===== config.mk =====
export PLATFORM = sky130hd
export DESIGN_NAME = cfg_port_responder
export DESIGN_NICKNAME = d
export VERILOG_FILES = /design/src/rtl/cfg_port_responder.sv
export SDC_FILE = /design/constraint.sdc
export NUM_CORES = 1
export LEC_CHECK = 0
export ABC_AREA = 1
export BUFFER_PORTS_ARGS = -buffer_cell sky130_fd_sc_hd__buf_2
export CAP_MARGIN = 20
export CELL_PAD_IN_SITES_DETAIL_PLACEMENT = 2
export CELL_PAD_IN_SITES_GLOBAL_PLACEMENT = 2
export CORE_UTILIZATION = 36
export DETAILED_ROUTE_END_ITERATION = 7
export PLACE_DENSITY = 0.84
export SYNTH_ARGS = -nofsm -noshare
export SYNTH_HDL_FRONTEND = slang
export SYNTH_SLANG_ARGS = --single-unit
export TNS_END_PERCENT = 10

===== constraint.sdc =====
create_clock -name clk -period 2.3 [get_ports clk]
set_clock_uncertainty 0.15 [all_clocks]
set_input_delay 0.46 -clock clk [delete_from_list [all_inputs] [get_ports clk]]
set_output_delay 0.46 -clock clk [all_outputs]
set_load 0.01 [all_outputs]

===== src/rtl/cfg_port_responder.sv =====
module cfg_port_responder #(
  parameter logic [31:0] DEV_ID       = 32'hA5C3_0F1E,
  parameter int          IMAGE_BYTES  = 16,
  parameter int          CLEAR_CYCLES = 200,
  parameter int          CNT_W        = 16
) (
  input  logic             clk,
  input  logic             rst_n,
  input  logic             spi_sck,
  input  logic             spi_cs_n,
  input  logic             spi_mosi,
  output logic             spi_miso,
  output logic             dbg_wr_en,
  output logic             dbg_clearing,
  output logic             dbg_cleared,
  output logic             dbg_done,
  output logic [CNT_W-1:0] dbg_data_bytes
);
  localparam int TW = $clog2(CLEAR_CYCLES + 2);
  localparam logic [7:0] OP_ID    = 8'h07;
  localparam logic [7:0] OP_STAT  = 8'h09;
  localparam logic [7:0] OP_CLEAR = 8'h70;
  localparam logic [7:0] OP_RFSH  = 8'h71;
  localparam logic [7:0] OP_WEN   = 8'h4A;
  localparam logic [7:0] OP_WDIS  = 8'h4F;
  localparam logic [7:0] OP_WINC  = 8'h41;
  localparam logic [CNT_W-1:0] CNT_MAX = '1;

  logic sck_s, sck_p, cs_s, mosi_s;
  logic [2:0] bit_cnt;
  logic [3:0] byte_idx;
  logic [6:0] shreg;
  logic [7:0] opcode;
  logic [31:0] resp;
  logic [TW-1:0] timer;

  wire       rise      = sck_s & ~sck_p & ~cs_s;
  wire       last_bit  = rise && (bit_cnt == 3'd7);
  wire [7:0] rx_byte   = {shreg, mosi_s};
  wire       exec      = last_bit && (byte_idx == 4'd3);
  wire       data_byte = last_bit && (byte_idx >= 4'd4) && (opcode == OP_WINC) && dbg_wr_en;
  wire [31:0] status   = {15'd0, dbg_cleared, 1'b0, dbg_done, 14'd0};

  assign spi_miso = ~cs_s & resp[31];

  always_ff @(posedge clk or negedge rst_n) begin
    if (!rst_n) begin
      sck_s  <= 1'b0;
      sck_p  <= 1'b0;
      cs_s   <= 1'b1;
      mosi_s <= 1'b0;
    end else begin
      sck_s  <= spi_sck;
      sck_p  <= sck_s;
      cs_s   <= spi_cs_n;
      mosi_s <= spi_mosi;
    end
  end

  always_ff @(posedge clk or negedge rst_n) begin
    if (!rst_n) begin
      bit_cnt  <= '0;
      byte_idx <= '0;
      shreg    <= '0;
      opcode   <= '0;
      resp     <= '0;
    end else if (cs_s) begin
      bit_cnt  <= '0;
      byte_idx <= '0;
      resp     <= '0;
    end else if (rise) begin
      shreg   <= rx_byte[6:0];
      bit_cnt <= bit_cnt + 3'd1;
      if (last_bit && byte_idx != 4'd8) byte_idx <= byte_idx + 4'd1;
      if (last_bit && byte_idx == 4'd0) opcode <= rx_byte;
      if (exec)
        resp <= (opcode == OP_ID) ? DEV_ID : (opcode == OP_STAT) ? status : 32'd0;
      else if (byte_idx >= 4'd4)
        resp <= {resp[30:0], 1'b0};
    end
  end

  always_ff @(posedge clk or negedge rst_n) begin
    if (!rst_n) begin
      dbg_wr_en      <= 1'b0;
      dbg_clearing   <= 1'b0;
      dbg_cleared    <= 1'b0;
      dbg_done       <= 1'b0;
      dbg_data_bytes <= '0;
      timer          <= '0;
    end else if (exec) begin
      case (opcode)
        OP_CLEAR: begin
          dbg_clearing   <= 1'b1;
          dbg_cleared    <= 1'b0;
          dbg_done       <= 1'b0;
          dbg_data_bytes <= '0;
          timer          <= TW'(CLEAR_CYCLES);
        end
        OP_RFSH: begin
          dbg_clearing   <= 1'b0;
          dbg_cleared    <= 1'b0;
          dbg_done       <= 1'b0;
          dbg_wr_en      <= 1'b0;
          dbg_data_bytes <= '0;
        end
        OP_WEN:  dbg_wr_en <= 1'b1;
        OP_WDIS: begin
          dbg_wr_en <= 1'b0;
          if (dbg_data_bytes >= CNT_W'(IMAGE_BYTES)) dbg_done <= 1'b1;
        end
        default: ;
      endcase
    end else begin
      if (dbg_clearing) begin
        if (timer <= TW'(1)) begin
          dbg_clearing <= 1'b0;
          dbg_cleared  <= 1'b1;
        end else begin
          timer <= timer - TW'(1);
        end
      end
      if (data_byte && dbg_data_bytes != CNT_MAX)
        dbg_data_bytes <= dbg_data_bytes + CNT_W'(1);
    end
  end
endmodule


* After elaboration in Yosys (flattened, before gate mapping)
Cells that the tools add are included.
Storage, ports and cells: register bits 86, bits of input ports 5, word-level logic and storage cells 100
Operators by class: add/subtract/negate cells 4, magnitude comparators 3, equality and inequality tests 16, mux-type cells 29, bitwise logic cells 5, reduce and logical (&&, ||, !) cells 28
Operator list (number):
- two-way mux 32 bit | 5
- two-way mux 16 bit | 3
- equality test 8 x 7 -> 1 bit, second input constant | 5
- two-way mux 8 bit | 4
- two-way mux 17 bit | 1
- adder 16 x 1 -> 16 bit, second input constant | 1
- >= comparator 16 x 5 -> 1 bit, second input constant | 1
- != test 16 bit, second input constant | 1
- nonzero test 2 bit | 7
- two-way mux 4 bit | 3
- AND reduction 3 bit | 4
- AND reduction 2 bit | 5
- equality test 8 x 3 -> 1 bit, second input constant | 1
- equality test 8 x 4 -> 1 bit, second input constant | 1
- <= comparator 8 x 1 -> 1 bit, second input constant | 1
- logical AND 1 bit | 8
- two-way mux 1 bit | 8
- subtractor 8 x 1 -> 8 bit, second input constant | 1
- two-way mux 3 bit | 2
- != test 2 bit, second input constant | 3
- one-hot mux 1 bit (2 select lines) | 3
- adder 4 x 1 -> 4 bit, second input constant | 1
- equality test 4 x 2 -> 1 bit, second input constant | 1
- >= comparator 4 x 3 -> 1 bit, second input constant | 1
- 10 further kinds | 14

* Depth between registers and ports, before layout
depth after elaboration 10, gate-level depth with buffers 11, gate-level depth less buffers 10

* Least setup slack after synthesis
Ideal clock, no wire load.
kind reg-to-reg, start point reg dbg_data_bytes[0], end point reg dbg_data_bytes[2], setup time 0.117 ns, arrival time 1.554 ns, slack 0.479 ns, cell stages (with the launch flop) 10, path through dfrtp_1 > ha_1 > nand3_1 > nor2_2 > nand4_1 > nand2_2 > nand2_2 > buf_4 > nand2_1 > nand2_1
Between the ends: longest elaborated chain between the ends 4, elaborated cells between the ends (all ways) 7, classes of those cells add/sub (1); eq/ne (1); mux (2); reduce/logical (3)
RTL lines:
- start, declared | RTL line 17 | output logic [CNT_W-1:0] dbg_data_bytes
- start signal, assigned | RTL line 124 | dbg_data_bytes <= dbg_data_bytes + CNT_W'(1);
- branches (longest 4 deep; another with adder 16 x 1 -> 16 bit)
Several ways; the timed one is not identified. The select of a mux whose other input is x is not followed. A chain may end at the register's enable or synchronous reset.

* Final worst setup path
start point reg timer[0], end point reg timer[3]
Between the ends: longest elaborated chain between the ends 4, elaborated cells between the ends (all ways) 7, classes of those cells add/sub (1); order compare (1); eq/ne (1); mux (3); reduce/logical (1)
RTL lines:
- start, declared | RTL line 35 | logic [TW-1:0] timer;
- start signal, assigned | RTL line 98 | timer <= TW'(CLEAR_CYCLES);
- start signal, assigned | RTL line 120 | timer <= timer - TW'(1);
- subtractor 8 x 1 -> 8 bit | RTL line 120
- two-way mux 8 bit | RTL line 116 | if (timer <= TW'(1)) begin
- two-way mux 8 bit | RTL line 115 | if (dbg_clearing) begin
- two-way mux 8 bit | RTL line 91 | end else if (exec) begin
Several ways; a longest one is shown, not always the timed one. The select of a mux whose other input is x is not followed.

==> results.rst <==
.. list-table::
   :header-rows: 1

   * - Metric
     - Value
   * - Most used standard cells in the synthesized netlist
     - 208 x sky130_fd_sc_hd__nand2_1, 84 x sky130_fd_sc_hd__dfrtp_1, 83 x sky130_fd_sc_hd__nor2_1
   * - Final wirelength
     - 13510 um
   * - Final instance area
     - 5201 sq um
   * - Count of buffers from port buffering
     - 25
   * - Syn. warnings
     - 0
   * - Total power per unit cell area
     - 619.3 nW/um^2
   * - Hold violation count in the final report
     - 0
   * - Startpoint of the most critical hold path
     - spi_cs_n
   * - Remaining global-route overflow
     - 0
   * - Post-detailed-route count of antenna-violating nets
     - 0
   * - Via count
     - 4129
   * - Post-layout net count
     - 651
   * - Via count normalized by instance count
     - 5.110
   * - Peak ir drop on the vdd network
     - 0.3728 mV
   * - Part of the Yosys area used for sequential elements
     - 0.4746
   * - Die ar.
     - 12910 sq um
   * - Final weighted congestion in routability-driven placement
     - 0.8299
   * - Kind of start point of the critical path
     - flip-flop
   * - Leading post-synthesis cells by cell area
     - sky130_fd_sc_hd__dfrtp_1 47%, sky130_fd_sc_hd__nand2_1 17%, sky130_fd_sc_hd__nor2_1 6.9%, sky130_fd_sc_hd__nand3_1 5.8%, sky130_fd_sc_hd__inv_1 4.2%
   * - Die height
     - 113.6 um
   * - Detailed placement HPWL
     - 9583 um
   * - Category of the worst setup path capture point
     - flip-flop
   * - Most repeated cell in the gate-level netlist after synthesis
     - sky130_fd_sc_hd__nand2_1
   * - Post-detailed-route wirelength per cell
     - 16.72 um
   * - Layout cell share with drive strength beyond 1
     - 0.1188
   * - Root Buffer
     - sky130_fd_sc_hd__clkbuf_16
   * - Worst Tran Pin Value
     - 0.6055 ns
   * - Area grow syn2layout
     - 15.99%
   * - Synthesized instance count
     - 603
   * - Number of sinks handled by clock tree synthesis
     - 85
   * - CP required
     - 2.38 ns
   * - Maximum number of pins on one net before global-route repair
     - 45
   * - Area post-placement
     - 4845 sq um
   * - Diodes inserted
     - 0
   * - Drc violations
     - 0
   * - Number of enable flip-flop cells after synthesis
     - 0
   * - Post-Syn Area
     - 4484 sq um
   * - Hold/Removal Path Class
     - in -> reg
   * - Cell repeated most along the worst path
     - sky130_fd_sc_hd__nand2_1
   * - Number of global-route vias before repair
     - 4658
   * - Achievable frequency
     - 463.6 MHz
   * - Post-layout min period
     - 2.157 ns
   * - Series of cell instances along the critical path
     - inv_1 -> ha_1 -> or2_2 -> nand4_1 -> nand2_1 -> nand2_2 -> nand2_4 -> nand2_1 -> nand2_1
   * - Max-slew headroom
     - 0.5959
   * - End of the critical path
     - timer[3]
   * - All-Layer GR Usage
     - 0.2296
   * - Clock Latency Late Sink
     - 0.35 ns
   * - Share of the cycle needed by the critical path after routing
     - 0.9378
   * - Ys async rst share
     - 1.000
   * - Number of cell rows
     - 40
   * - Width of the die
     - 113.6 um
   * - Largest stage delay, worst path
     - 0.44 ns
   * - Max Buffers Root-to-Sink
     - 2
   * - Clock input transition at the sequential cells of the worst setup and hold paths
     - 0.06 ns
   * - Setup Viol. Count Final
     - 0
   * - Initial cell density of the core
     - 0.3718
   * - Setup slack of the most critical reg-to-reg path
     - 0.14 ns
   * - Proportion of netlist area held by the largest area contributor
     - 0.4688
   * - Cell taking the most area after synthesis
     - sky130_fd_sc_hd__dfrtp_1
   * - TritonCTS clock tree
     - built
   * - Detailed-router iteration count before antenna repair
     - 4
   * - Number of antenna violations at the first check in global routing
     - 0
   * - Number of distinct library cell variants in the gate-level netlist after synthesis
     - 33
   * - Mean Syn Cell Area
     - 7.437 sq um
   * - First-pass GRT wire length
     - 23140 um
   * - Total negative setup slack
     - 0 ns
   * - Number of cells on the worst reg-to-reg path
     - 9
   * - Worst R2R End
     - timer[3]
   * - Largest fanout on the critical path
     - 9
   * - Clock buffers created by TritonCTS
     - 9
   * - #FFs+latches synth
     - 85
   * - Startpoint of the worst register-to-register path
     - timer[0]
   * - WS Path Type
     - reg -> reg
   * - Crit path arrival time
     - 2.24 ns
   * - Status
     - completed
   * - Slowest cell on the critical path
     - sky130_fd_sc_hd__dfrtp_1
   * - Net count after synthesis
     - 616
   * - Worst setup path startpoint
     - timer[0]
   * - Number of slew-limit violations in the final report
     - 0
   * - IO Count
     - 26
   * - H-Tree Level Count
     - 3
   * - Leakage dissipation
     - 0.002604 uW
   * - Core area
     - 12060 sq um
   * - Number of maximum-capacitance violations
     - 0
   * - Synth Flop Type
     - sky130_fd_sc_hd__dfrtp_1
   * - Violation count after the first detailed-route iteration
     - 225
[worst min-delay path by stage]
stage                    endpoint  slack, ns  cells after the start
2_1_floorplan          bit_cnt[0]       0.01                      0
3_3_place_gp   dbg_data_bytes[11]       0.24                      1
3_5_place_dp   dbg_data_bytes[11]       0.24                      1
4_1_cts                      cs_s       0.06                      1
5_1_grt                      cs_s       0.07                      1
6_report                     cs_s       0.07                      1
[sequential cells by signal, indices dropped and copies added, names as in the netlist, 3 cells and up]
signal and count:
dbg_data_bytes 16, byte_idx 4, bit_cnt 3, opcode 8, shreg 7, timer 8, resp 31
[kinds of logic after synthesis]
kind of cell    count (synthesis)  synth area share
simple gates                  382            0.3627
compound gates                 55           0.06501
xor+xnor                        4          0.007814
fa+ha+maj                       8           0.02232
buf+inv                        69           0.06752
flops                          85            0.4746
[cells in the final DEF, fill, tap and decap left out, drive strengths merged]
| cell type | instances |
|---|---|
| clkbuf | 11 |
| nand4 | 12 |
| nand3 | 54 |
| nor2 | 87 |
| or2 | 3 |
| nor3b | 2 |
| and2 | 1 |
| o21ai | 42 |
| o21bai | 1 |
| xor2 | 1 |
| a21oi | 8 |
| inv | 52 |
| xnor2 | 3 |
| bufinv | 2 |
| dfstp | 1 |
| nor3 | 6 |
| a211oi | 1 |
| buf | 40 |
| ha | 8 |
| dfrtp | 84 |
| o31ai | 1 |
| nand2 | 217 |
| dlygate4sd3 | 1 |
| a21o | 2 |
[metrics by stage]
stage	setup slack, ns	cells	power, uW	hold slack [ns]	utilization
floorplan	0.4789	603	1643	0.01441	-
global placement	0.1249	793	1702	0.2374	0.4017
detailed placement	-0.08495	793	1713	0.2404	0.4017
finish	0.1430	808	3221	0.06673	0.4312
CTS	0.04130	807	3255	0.05728	0.4278
global route	-0.05505	808	3330	0.06502	0.4312
[routing by layer]
| layer | part of all wire | up-vias | GRT usage | wire [um] |
|---|---|---|---|---|
| met5 | 0 | - | 0 | 0 |
| met3 | 0.020 | 16 | 0.03082 | 266 |
| met1 | 0.44 | 2097 | 0.2772 | 6002 |
| li1 | - | 1974 | - | - |
| met4 | 0.015 | 0 | 0.07895 | 196 |
| met2 | 0.52 | 42 | 0.4187 | 7043 |
[critical path: cells and delay by family (launching register included)]
| kind | cells | cell delay [ns] |
|---|---|---|
| adders and majority gates | 1 | 0.29 |
| buffers and inverters | 1 | 0.09 |
| DFF | 1 | 0.44 |
| and+or+nand+nor | 7 | 1.08 |
[repair_timing]
| item | CTS | global route |
|---|---|---|
| hold buffers | 1 | 0 |
| resized for setup | 1 | 6 |
| endpoints found under the setup margin | 12 | 39 |
| buffers inserted | 0 | 1 |
| endpoints found under the hold margin | 20 | 0 |
| pin swaps | 0 | 1 |
[power breakdown]
group	switching, uW	internal (uW)	leakage [uW]
registers	20.9	1530	0.00117
clock network	571	963	0.000148
logic	101	35.9	0.00129
[final cells by class]
cell class	count	area, sq um
fill	1412	6860
sequential	85	2128
multi-input combinational	449	2090
timing repair buffer	41	275.3
clock buffer	11	242.7
tap	168	210.2
inverter	52	195.2
clock inverter	2	60.06
Note: power is estimated with default switching activity, not from simulation.
